==> config.mk <==
export PLATFORM = sky130hd
export DESIGN_NAME = ll_desc_loader
export DESIGN_NICKNAME = d
export VERILOG_FILES = /design/src/rtl/ll_desc_pkg.sv /design/src/rtl/ll_desc_layout.sv /design/src/rtl/ll_read_port.sv /design/src/rtl/ll_cfg_regs.sv /design/src/rtl/ll_desc_loader.sv
export SDC_FILE = /design/constraint.sdc
export NUM_CORES = 1
export LEC_CHECK = 0
export ABC_AREA = 1
export BUFFER_PORTS_ARGS = -buffer_cell sky130_fd_sc_hd__buf_2
export CAP_MARGIN = 20
export CORE_AREA = 4 4 179 181
export DETAILED_ROUTE_END_ITERATION = 12
export DIE_AREA = 0 0 183 185
export PLACE_DENSITY = 0.84
export SYNTH_ARGS = -nofsm -noshare
export SYNTH_HDL_FRONTEND = slang
export SYNTH_SLANG_ARGS = --single-unit
==> constraint.sdc <==
create_clock -name clk -period 4.2 [get_ports clk]
set_clock_uncertainty 0.15 [all_clocks]
set_input_delay 0.42 -clock clk [delete_from_list [all_inputs] [get_ports clk]]
set_output_delay 0.42 -clock clk [all_outputs]
set_load 0.005 [all_outputs]
==> src/rtl/ll_desc_pkg.sv <==
package ll_desc_pkg;

   // address-update code carried per descriptor for source and destination
   typedef enum logic [1:0] {
      MODE_KEEP = 2'b00,
      MODE_CONT = 2'b01,
      MODE_NEW  = 2'b10,
      MODE_RSVD = 2'b11
   } addr_mode_e;

   // role of one descriptor word
   typedef enum logic [2:0] {
      WK_PTR,
      WK_LINK,
      WK_SRC,
      WK_DST,
      WK_IDX,
      WK_CNT,
      WK_CTL,
      WK_MSK
   } word_kind_e;

   typedef enum logic [2:0] {
      ST_IDLE,
      ST_PREP,
      ST_LOAD,
      ST_HOLD,
      ST_GO,
      ST_RUN
   } ld_state_e;

   // link word field positions
   localparam int unsigned LNK_TYPE_LSB = 0;
   localparam int unsigned LNK_SRC_LSB  = 2;
   localparam int unsigned LNK_DST_LSB  = 4;
   localparam int unsigned LNK_PAUSE    = 6;
   localparam int unsigned LNK_BLOCK    = 7;

   localparam int unsigned MAX_DESC_WORDS = 8;

   // number of trailing type-dependent words
   function automatic logic [2:0] type_words(input logic [1:0] ty);
      case (ty)
         2'b11:   return 3'd2;
         2'b10:   return 3'd3;
         default: return 3'd4;
      endcase
   endfunction

endpackage

==> src/rtl/ll_desc_layout.sv <==
module ll_desc_layout
   import ll_desc_pkg::*;
#(
   parameter int unsigned IDX_W = 3
) (
   input  logic [1:0]       desc_type,
   input  logic [1:0]       src_mode,
   input  logic [1:0]       dst_mode,
   input  logic [IDX_W-1:0] word_idx,
   output word_kind_e       kind,
   output logic             last
);

   localparam int unsigned CW = IDX_W + 1;

   logic          s_new;
   logic          d_new;
   logic [CW-1:0] total;
   logic [CW-1:0] j;
   logic [CW-1:0] idx_ext;

   assign s_new   = (src_mode == MODE_NEW);
   assign d_new   = (dst_mode == MODE_NEW);
   assign idx_ext = {1'b0, word_idx};
   assign total   = CW'(2) + CW'(s_new) + CW'(d_new) + CW'(type_words(desc_type));
   assign last    = (idx_ext == total - CW'(1));

   always_comb begin
      kind = WK_PTR;
      j    = idx_ext - CW'(2);
      if (idx_ext == CW'(0)) begin
         kind = WK_PTR;
      end else if (idx_ext == CW'(1)) begin
         kind = WK_LINK;
      end else if (s_new && (j == CW'(0))) begin
         kind = WK_SRC;
      end else begin
         if (s_new) j = j - CW'(1);
         if (d_new && (j == CW'(0))) begin
            kind = WK_DST;
         end else begin
            if (d_new) j = j - CW'(1);
            case (desc_type)
               2'b11:   kind = (j == CW'(0)) ? WK_CNT : WK_CTL;
               2'b10:   kind = (j == CW'(0)) ? WK_CNT :
                               (j == CW'(1)) ? WK_CTL : WK_MSK;
               default: kind = (j == CW'(0)) ? WK_IDX :
                               (j == CW'(1)) ? WK_CNT :
                               (j == CW'(2)) ? WK_CTL : WK_MSK;
            endcase
         end
      end
   end

endmodule

==> src/rtl/ll_read_port.sv <==
module ll_read_port #(
   parameter int unsigned AW = 32,
   parameter int unsigned DW = 32
) (
   input  logic          clk,
   input  logic          rst_n,
   input  logic          want,
   input  logic [AW-1:0] addr_in,
   output logic          mem_req,
   output logic [AW-1:0] mem_addr,
   input  logic          mem_ack,
   input  logic          mem_rvalid,
   input  logic [DW-1:0] mem_rdata,
   output logic          word_valid,
   output logic [DW-1:0] word_data
);

   logic          req_q;
   logic          wait_q;
   logic [AW-1:0] addr_q;

   always_ff @(posedge clk or negedge rst_n) begin
      if (!rst_n) begin
         req_q  <= 1'b0;
         wait_q <= 1'b0;
         addr_q <= '0;
      end else if (!req_q && !wait_q && want) begin
         req_q  <= 1'b1;
         addr_q <= addr_in;
      end else if (req_q && mem_ack) begin
         req_q  <= 1'b0;
         wait_q <= 1'b1;
      end else if (wait_q && mem_rvalid) begin
         wait_q <= 1'b0;
      end
   end

   assign mem_req    = req_q;
   assign mem_addr   = addr_q;
   assign word_valid = wait_q && mem_rvalid;
   assign word_data  = mem_rdata;

endmodule

==> src/rtl/ll_cfg_regs.sv <==
module ll_cfg_regs
   import ll_desc_pkg::*;
#(
   parameter int unsigned CNT_W     = 24,
   parameter int unsigned IRQ_W     = 16,
   parameter int unsigned BLOCK_BIT = 1
) (
   input  logic             clk,
   input  logic             rst_n,
   input  logic             wr,
   input  word_kind_e       kind,
   input  logic [31:0]      data,
   input  logic             prep,
   input  logic [1:0]       src_mode,
   input  logic [1:0]       dst_mode,
   input  logic [31:0]      src_last,
   input  logic [31:0]      dst_last,
   input  logic             load_end,
   input  logic             is_type3,
   input  logic             hold_clr,
   output logic [31:0]      src_addr,
   output logic [31:0]      dst_addr,
   output logic [15:0]      src_index,
   output logic [15:0]      dst_index,
   output logic [CNT_W-1:0] elem_count,
   output logic [31:0]      xfer_ctrl,
   output logic [IRQ_W-1:0] irq_mask,
   output logic [31:0]      next_ptr,
   output logic             list_end,
   output logic [1:0]       nxt_type,
   output logic [1:0]       nxt_src,
   output logic [1:0]       nxt_dst,
   output logic             pause_bit,
   output logic             block_en
);

   logic wr_msk;
   assign wr_msk = wr && (kind == WK_MSK);

   always_ff @(posedge clk or negedge rst_n) begin
      if (!rst_n) begin
         src_addr   <= '0;
         dst_addr   <= '0;
         src_index  <= '0;
         dst_index  <= '0;
         elem_count <= '0;
         xfer_ctrl  <= '0;
         next_ptr   <= '0;
         list_end   <= 1'b0;
         nxt_type   <= '0;
         nxt_src    <= '0;
         nxt_dst    <= '0;
         pause_bit  <= 1'b0;
         block_en   <= 1'b0;
      end else begin
         if (prep) begin
            if (src_mode == MODE_CONT) src_addr <= src_last;
            if (dst_mode == MODE_CONT) dst_addr <= dst_last;
         end
         if (hold_clr) pause_bit <= 1'b0;
         if (wr) begin
            case (kind)
               WK_PTR: begin
                  next_ptr <= {data[31:2], 2'b00};
                  list_end <= &data[31:2];
               end
               WK_LINK: begin
                  nxt_type  <= data[LNK_TYPE_LSB +: 2];
                  nxt_src   <= data[LNK_SRC_LSB +: 2];
                  nxt_dst   <= data[LNK_DST_LSB +: 2];
                  pause_bit <= data[LNK_PAUSE];
                  block_en  <= data[LNK_BLOCK];
               end
               WK_SRC: src_addr <= data;
               WK_DST: dst_addr <= data;
               WK_IDX: begin
                  src_index <= data[15:0];
                  dst_index <= data[31:16];
               end
               WK_CNT: elem_count <= data[CNT_W-1:0];
               WK_CTL: xfer_ctrl  <= data;
               default: ;
            endcase
         end
      end
   end

   // one flop per mask bit; the block-enable bit alone also follows type 3 loads
   for (genvar b = 0; b < IRQ_W; b++) begin : g_mask
      logic bit_q;
      if (b == BLOCK_BIT) begin : g_blk
         always_ff @(posedge clk or negedge rst_n) begin
            if (!rst_n)                    bit_q <= 1'b0;
            else if (wr_msk)               bit_q <= data[b];
            else if (load_end && is_type3) bit_q <= block_en;
         end
      end else begin : g_std
         always_ff @(posedge clk or negedge rst_n) begin
            if (!rst_n)      bit_q <= 1'b0;
            else if (wr_msk) bit_q <= data[b];
         end
      end
      assign irq_mask[b] = bit_q;
   end

endmodule

==> src/rtl/ll_desc_loader.sv <==
module ll_desc_loader
   import ll_desc_pkg::*;
#(
   parameter int unsigned CNT_W     = 24,
   parameter int unsigned IRQ_W     = 16,
   parameter int unsigned BLOCK_BIT = 1
) (
   input  logic             clk,
   input  logic             rst_n,
   input  logic             start,
   input  logic [31:0]      start_ptr,
   input  logic [1:0]       start_type,
   input  logic [1:0]       start_src_mode,
   input  logic [1:0]       start_dst_mode,
   input  logic             pause_clr,
   output logic             mem_req,
   output logic [31:0]      mem_addr,
   input  logic             mem_ack,
   input  logic [31:0]      mem_rdata,
   input  logic             mem_rvalid,
   output logic             xfer_start,
   input  logic             xfer_done,
   input  logic [31:0]      xfer_src_end,
   input  logic [31:0]      xfer_dst_end,
   output logic [31:0]      src_addr,
   output logic [31:0]      dst_addr,
   output logic [15:0]      src_index,
   output logic [15:0]      dst_index,
   output logic [CNT_W-1:0] elem_count,
   output logic [31:0]      xfer_ctrl,
   output logic [IRQ_W-1:0] irq_mask,
   output logic [31:0]      next_ptr,
   output logic             busy,
   output logic             paused,
   output logic             list_done
);

   localparam int unsigned IDX_W = $clog2(MAX_DESC_WORDS);

   if (IRQ_W < 1 || IRQ_W > 32) begin : g_bad_irq_w
      $error("IRQ_W must be within 1..32");
   end
   if (BLOCK_BIT >= IRQ_W) begin : g_bad_block_bit
      $error("BLOCK_BIT must index a mask bit");
   end
   if (CNT_W < 1 || CNT_W > 32) begin : g_bad_cnt_w
      $error("CNT_W must be within 1..32");
   end

   ld_state_e        state;
   logic [1:0]       cur_type;
   logic [1:0]       cur_src;
   logic [1:0]       cur_dst;
   logic [31:0]      desc_ptr;
   logic [IDX_W-1:0] word_idx;
   logic [31:0]      src_last;
   logic [31:0]      dst_last;
   logic             done_q;

   word_kind_e  kind;
   logic        last_word;
   logic        word_valid;
   logic [31:0] word_data;
   logic [31:0] fetch_addr;
   logic        list_end;
   logic [1:0]  nxt_type;
   logic [1:0]  nxt_src;
   logic [1:0]  nxt_dst;
   logic        pause_bit;
   logic        block_en;
   logic        load_fin;

   assign fetch_addr = desc_ptr + (32'(word_idx) << 2);
   assign load_fin   = (state == ST_LOAD) && word_valid && last_word;

   ll_desc_layout #(.IDX_W(IDX_W)) u_layout (
      .desc_type (cur_type),
      .src_mode  (cur_src),
      .dst_mode  (cur_dst),
      .word_idx  (word_idx),
      .kind      (kind),
      .last      (last_word)
   );

   ll_read_port #(.AW(32), .DW(32)) u_rd (
      .clk        (clk),
      .rst_n      (rst_n),
      .want       (state == ST_LOAD),
      .addr_in    (fetch_addr),
      .mem_req    (mem_req),
      .mem_addr   (mem_addr),
      .mem_ack    (mem_ack),
      .mem_rvalid (mem_rvalid),
      .mem_rdata  (mem_rdata),
      .word_valid (word_valid),
      .word_data  (word_data)
   );

   ll_cfg_regs #(.CNT_W(CNT_W), .IRQ_W(IRQ_W), .BLOCK_BIT(BLOCK_BIT)) u_regs (
      .clk        (clk),
      .rst_n      (rst_n),
      .wr         ((state == ST_LOAD) && word_valid),
      .kind       (kind),
      .data       (word_data),
      .prep       (state == ST_PREP),
      .src_mode   (cur_src),
      .dst_mode   (cur_dst),
      .src_last   (src_last),
      .dst_last   (dst_last),
      .load_end   (load_fin),
      .is_type3   (cur_type == 2'b11),
      .hold_clr   ((state == ST_HOLD) && pause_clr),
      .src_addr   (src_addr),
      .dst_addr   (dst_addr),
      .src_index  (src_index),
      .dst_index  (dst_index),
      .elem_count (elem_count),
      .xfer_ctrl  (xfer_ctrl),
      .irq_mask   (irq_mask),
      .next_ptr   (next_ptr),
      .list_end   (list_end),
      .nxt_type   (nxt_type),
      .nxt_src    (nxt_src),
      .nxt_dst    (nxt_dst),
      .pause_bit  (pause_bit),
      .block_en   (block_en)
   );

   always_ff @(posedge clk or negedge rst_n) begin
      if (!rst_n) begin
         state    <= ST_IDLE;
         cur_type <= '0;
         cur_src  <= '0;
         cur_dst  <= '0;
         desc_ptr <= '0;
         word_idx <= '0;
         src_last <= '0;
         dst_last <= '0;
         done_q   <= 1'b0;
      end else begin
         done_q <= 1'b0;
         case (state)
            ST_IDLE: if (start) begin
               cur_type <= start_type;
               cur_src  <= start_src_mode;
               cur_dst  <= start_dst_mode;
               desc_ptr <= {start_ptr[31:2], 2'b00};
               state    <= ST_PREP;
            end
            ST_PREP: begin
               word_idx <= '0;
               state    <= ST_LOAD;
            end
            ST_LOAD: if (word_valid) begin
               if (last_word) state <= pause_bit ? ST_HOLD : ST_GO;
               else           word_idx <= word_idx + IDX_W'(1);
            end
            ST_HOLD: if (pause_clr) state <= ST_GO;
            ST_GO:   state <= ST_RUN;
            ST_RUN: if (xfer_done) begin
               src_last <= xfer_src_end;
               dst_last <= xfer_dst_end;
               if (list_end) begin
                  done_q <= 1'b1;
                  state  <= ST_IDLE;
               end else begin
                  cur_type <= nxt_type;
                  cur_src  <= nxt_src;
                  cur_dst  <= nxt_dst;
                  desc_ptr <= next_ptr;
                  state    <= ST_PREP;
               end
            end
            default: state <= ST_IDLE;
         endcase
      end
   end

   assign busy       = (state != ST_IDLE);
   assign paused     = (state == ST_HOLD);
   assign xfer_start = (state == ST_GO);
   assign list_done  = done_q;

endmodule

==> results of run 1 <==
==> worst max-delay path by stage <==
stage	end	slack (ps)	cells past startpoint
after floorplan	word_idx[2]	1260	16
after global placement	u_regs.dst_addr[13]	650	16
after detailed placement	u_regs.dst_addr[4]	460	14
after CTS	u_regs.dst_addr[1]	440	14
after global routing	u_regs.src_index[6]	80	16
final	u_regs.dst_addr[1]	390	14
==> registers in the layout, summed over array words and instances, names as in the netlist, 24 cells and up <==
register,count
desc_ptr,30
dst_last,32
src_last,32
u_rd.mem_addr,30
u_regs.dst_addr,32
u_regs.elem_count,24
u_regs.next_ptr,30
u_regs.src_addr,32
u_regs.xfer_ctrl,32
==> routing by layer <==
metal  part of all wire [%]  track usage [%]  wire length, um
met5                      0                0                0
met3                     11             7.82             5960
met2                     46             49.8            25500
met1                     37             41.3            20500
met4                    7.1             19.6             3970
==> logic make-up (layout without fill, tap and decap cells) <==
| logic type | Yosys count | after routing | share of synthesized area, % |
|---|---|---|---|
| compound gates | 123 | 123 | 4.29 |
| xor+xnor | 28 | 28 | 1.50 |
| fa+ha+maj | 17 | 17 | 1.40 |
| buf+inv | 232 | 617 | 6.74 |
| flops | 346 | 346 | 53.1 |
| mux | 133 | 133 | 9.18 |
| other cells | 1 | 5 | 0.0230 |
| simple gates | 856 | 856 | 23.8 |
==> where the power goes <==
| group | internal (mW) | switching, mW |
|---|---|---|
| Clock | 2.14 | 1.41 |
| Combinational | 1.92 | 2.81 |
| Sequential | 4.55 | 0.805 |
| Total | 8.61 | 5.03 |
==> per-stage QoR <==
| stage | cell area [um2] | utilization (%) | std cells | worst slack (ps) |
|---|---|---|---|---|
| floorplan | 16300 | - | 1739 | 1260 |
| global placement | 18200 | 59.8 | 2387 | 653 |
| detailed placement | 18200 | 59.8 | 2387 | 460 |
| CTS | 20200 | 66.3 | 2520 | 441 |
| global route | 20200 | 66.3 | 2520 | 76.3 |
| finish | 20200 | 66.3 | 2521 | 388 |
==> cell type report <==
class                      instances  share of cell area (%)
multi-input combinational       1161                    32.7
clock buffer                      49                    5.17
antenna                            1                  0.0124
clock inverter                    19                    1.38
inverter                          87                    1.63
timing repair buffer             462                    13.7
tap                              396                    2.46
sequential                       346                    42.9
==> cells in the final DEF, fill, tap and decap left out, drive strengths merged <==
cell type	n
a211oi	1
a21boi	1
a21oi	11
a22o	2
a31oi	13
buf	397
bufinv	6
clkbuf	49
clkinv	8
clkinvlp	3
conb	4
dfrtp	346
diode	1
dlygate4sd3	65
fa	2
ha	15
inv	89
mux2	132
mux2i	1
nand2	560
nand3	20
nand4	195
nor2	55
nor3	19
nor4	5
o211ai	18
o21ai	76
o31ai	1
or2	2
xnor2	3
xor2	25
==> critical path, stage by stage, from the launching register on <==
cell     delay (ps)
dfrtp_1         570
inv_1           210
ha_1            380
xnor2_1         230
nand2_1          90
nand2_1          90
nand2_1         110
nand4_1         130
nand2_1          60
nand4_1          90
nand2_1         140
nand2_4         180
nand4_2         760
nand2_1         330
nand2_1         150
==> out/metrics.yaml, run 1 <==
hold_buffers: 65
overflow: 0
p_total_mw: 13.6
antenna_found_initial: 0
critical_path_arrival_ps: 4060
outcome: "finished, final reports clean"
start_kind: "flop"
synth-seq-area-share_pct: 53.1
ios: 378
routabilityCongestion: 0.913
nets: 2254
r2r_setup_slack_ps: 390
power.leakage_nw: 10.6
hold_violations: 0
grt_usage_pct: 32.2
min_path_cells: 2
r2r-start: "word_idx[1]"
register_area_um2: 8660
area_growth_pct: 23.7
yosysMostFrequentCell: "nand2_1"
grt_pass1_vias: 14900
drtIter0Drc: 1573
initial_utilization_pct: 53.6
placementRows: 64
cts_inserted_buffers: 38
hold_class: "primary input to flop"
multi_input_area_um2: 6610
synth.top_cell.area_share_pct: 53.1
slew_violations: 0
drv_cap: 0
synth-seq-cells: 346
cp_max_fo: 32
synth_edf_count: 0
viasPerCell: 5.91
min_to: "dst_last[12]"
cts_tree: "built"
p_per_area_nw_per_um2: 676
netlist_top_cells_count: "554 x nand2_1, 346 x dfrtp_1, 191 x nand4_1"
yosysWarnings: 0
grt_pass1_wl_um: 84700
fillCellCount: 2284
irDropWorstVdd_mv: 0.424
ys.flop_type: "dfrtp_1"
syn_inst: 1736
synthArstFlopShare_pct: 100
synth_area_um2: 16300
clock_latency_ps: 530
io_buffers: 371
critPathKind: "flop to flop"
worstSetupStartpoint: "word_idx[1]"
worstSetupEndpointType: "flop"
finalCritPeriodShare_pct: 90.8
min_from: "xfer_dst_end[12]"
setup_viol: 0
cts_resized: 0
drt_pass1_iterations: 6
finalCriticalPeriod_ps: 3810
synth_area_leaders: "dfrtp_1 53%, nand2_1 13%, mux2_2 9.1%"
critical_path_required_ps: 4450
r2r_cells: 14
die-area_um2: 33900
fp.dieW_um: 183
worst_pin_slew_ps: 1100
num_vias: 14900
reg2reg_to: "u_regs.dst_addr[1]"
antenna_left: 0
wl_per_cell_um: 22.2
hpwl_um: 35300
routed_wl_um: 55900
core-area_um2: 30400
clock_path_buffers: 3
slew_headroom_pct: 26.9
holdWs_ps: 18.0
postSynthAreaPerCell_um2: 9.39
cts_max_level: 2
yosysTopAreaCell: "dfrtp_1"
tns_ps: 0
cts.clk_slew.worst_paths_ps: 70
cts_setup_buffers: 0
cts_root_buf: "clkbuf_16"
route.detailed.drc: 0
grt_max_degree: 126
drive_gt1_share_pct: 29.5
clock-sinks: 346
synth_cell_type_count: 44
die_h_um: 185
grt_setup_unrepaired: "false"
fmax_mhz: 262
Power figures use the tool's default switching activity.
==> run 2: changes to the inputs <==
--- a/config.mk
+++ b/config.mk
@@ -11,7 +11,8 @@
 export CORE_AREA = 4 4 179 181
 export DETAILED_ROUTE_END_ITERATION = 12
 export DIE_AREA = 0 0 183 185
-export PLACE_DENSITY = 0.84
+export PLACE_DENSITY = 0.85
 export SYNTH_ARGS = -nofsm -noshare
 export SYNTH_HDL_FRONTEND = slang
+export SYNTH_HIERARCHICAL = 1
 export SYNTH_SLANG_ARGS = --single-unit
==> out/metrics.yaml, run 2 <==
outcome: "finished, final reports clean"
fp.dieW_um: 183
r2r_cells: 16
crit_buf_inv: 3
synth_area_um2: 16500
cp_slowest_cell: "dfrtp_1"
tns_ps: 0
drtIter0Drc: 1676
cts_max_level: 2
grt_max_degree: 129
cts.clk_slew.worst_paths_ps: 60
yosysTopAreaCell: "dfrtp_1"
drv_cap: 0
placementRows: 64
worstSetupEndpointType: "flop"
clock_latency_ps: 530
min_from: "mem_rvalid"
critPathKind: "flop to flop"
cp_top_family: "simple AND/OR/NAND/NOR gates"
post-place-ws_ps: 581
min_path_cells: 2
die-area_um2: 33900
cts_inserted_buffers: 38
route.detailed.drc: 0
num_vias: 15800
overflow: 0
final_cell_mix: "748 x nand2_1, 372 x buf_2, 350 x dfrtp_1, 207 x o21ai_0, 148 x nand3_1"
critical_path_required_ps: 4420
r2r-start: "word_idx[0]"
antenna_found_initial: 3
yosysMostFrequentCell: "nand2_1"
netlist_top_cells_count: "749 x nand2_1, 350 x dfrtp_1, 207 x o21ai_0"
min_to: "u_rd/wait_q"
power.leakage_nw: 11.1
yosysWarnings: 6
synth.top_cell.area_share_pct: 52.9
ios: 378
grt_pass1_wl_um: 85200
synth-seq-area-share_pct: 52.9
core-area_um2: 30400
cts_tree: "built"
start_kind: "flop"
irDropWorstVdd_mv: 0.431
p_switching_mw: 5.27
finish.utilization_pct: 66.0
cp_max_fo: 30
initial_utilization_pct: 54.4
io_buffers: 373
multi_input_area_um2: 6290
finalCriticalPeriod_ps: 3680
synthArstFlopShare_pct: 100
worst_pin_slew_ps: 1030
grt_pass1_vias: 15600
grt_setup_unrepaired: "false"
routed_wl_um: 54900
die_h_um: 185
slew_headroom_pct: 31.6
reg2reg_to: "u_regs/elem_count[17]"
fmax_mhz: 271
path_common_cell: "nand2_1"
setup_viol: 0
hpwl_um: 36400
p_seq_share_pct: 39.8
synth_edf_count: 0
viasPerCell: 5.68
synth_cell_type_count: 38
wl_per_cell_um: 19.8
routabilityCongestion: 0.888
antenna_left: 0
internal_power_mw: 8.36
p_total_mw: 13.6
cts_setup_buffers: 0
clock_path_buffers: 3
register_area_um2: 8760
cts_root_buf: "clkbuf_16"
cts_resized: 0
switching_share_pct: 38.7
drt_pass1_iterations: 6
synth_area_leaders: "dfrtp_1 53%, nand2_1 17%, o21ai_0 6.3%"
area_growth_pct: 21.4
final_common_cell: "nand2_1"
critical_path.max_stage_delay_ps: 550
syn_inst: 2007
final.setup.worst_slack_ps: 516
fin_cells: 2774
nets: 2506
postSynthAreaPerCell_um2: 8.24
drive_gt1_share_pct: 20.9
power_frac_comb_pct: 35.1
p_per_area_nw_per_um2: 679
hold_violations: 0
clock_power_share_pct: 25.1
grt_usage_pct: 31.8
hold_class: "primary input to flop"
finalCritPeriodShare_pct: 87.7
slew_violations: 0
fillCellCount: 2318
synth-seq-cells: 350
r2r_setup_slack_ps: 520
dp.cells: 2647
clock-sinks: 350
crit_chain: "inv_1, ha_1, nand3b_1, nand2_2, nand3_4, nor3_2, a21oi_1, nand3_1, nand2_1, a21oi_2, inv_1, nor2_1, nand2_1, buf_4, nand2_1, o21ai_0"
critical_path_arrival_ps: 3910
ys.flop_type: "dfrtp_1"
==> run 2: changes by cell type after synthesis, moves of 38 or more <==
cell      change
mux2_2      -132
nand4_1     -186
inv_1        +70
nand3_1     +132
o211ai_1     +46
o21ai_0     +142
nand2_1     +195
buf_2        -38
==> run 2: power by group through the flow <==
stage / registers (mW) / logic (mW) / clock network [mW]
after floorplan: 5.29 / 2.93 / 0
after global placement: 5.37 / 4.42 / 0
after detailed placement: 5.41 / 4.63 / 0
after CTS: 5.38 / 4.71 / 3.45
final: 5.42 / 4.79 / 3.42
after global routing: 5.54 / 5.36 / 3.61
==> run 2: through the flow <==
step	instance area, um2	hold WS (ps)
3_5_place_dp	18200	304
3_3_place_gp	18200	300
4_1_cts	20100	0.906
6_report	20100	6.26
2_1_floorplan	16500	-25.6
5_1_grt	20100	2.75
==> run 2: worst reg2reg max path, delay by kind of cell, from the launching register on <==
family | cells | cell delay, ps
buffers and inverters | 3 | 690
adder cells (fa/ha/maj) | 1 | 310
AND/OR/NAND/NOR | 9 | 1450
flip-flops | 1 | 550
AO/OA/AOI/OAI | 3 | 400
==> run 2: how the worst max path moves through the flow <==
stage | start | end | cells past startpoint
2_1_floorplan | cur_type[1] | u_regs/g_mask[1].bit_q | 14
3_5_place_dp | word_idx[0] | u_regs/elem_count[17] | 16
5_1_grt | word_idx[0] | u_regs/elem_count[17] | 16
6_report | word_idx[0] | u_regs/elem_count[17] | 16
3_3_place_gp | word_idx[0] | u_regs/elem_count[19] | 16
4_1_cts | word_idx[0] | u_regs/elem_count[17] | 16
==> run 2: routing by layer <==
| layer | part of all wire (%) | GRT usage, % | wire length, um | vias up |
|---|---|---|---|---|
| li1 | - | - | - | 7050 |
| met1 | 36 | 41.1 | 19900 | 7474 |
| met2 | 47 | 51.8 | 25800 | 1008 |
| met3 | 11 | 6.93 | 5950 | 214 |
| met4 | 5.8 | 14.9 | 3210 | 4 |
| met5 | 0.044 | 0 | 24 | - |
==> run 2: layout make-up <==
cell class	count	area share, %
Sequential cell	350	43.6
Multi-Input combinational cell	1352	31.3
Timing Repair Buffer	453	13.3
Clock buffer	55	5.40
Inverter	153	2.86
Tap cell	396	2.47
Clock inverter	14	1.02
Antenna cell	1	0.0125
==> run 2: timing repair <==
action,4_1_cts,5_1_grt
endpoints found under the setup margin,0,0
hold endpoints to repair,178,0
hold buffers,57,0
==> run 2: kinds of logic after synthesis <==
| kind of cell | share of synthesized area (%) |
|---|---|
| simple gates | 25.5 |
| flops | 52.9 |
| buf+inv | 9.09 |
| compound gates | 10.0 |
| xor+xnor | 1.01 |
| fa+ha+maj | 1.38 |
| other cells | 0.0227 |
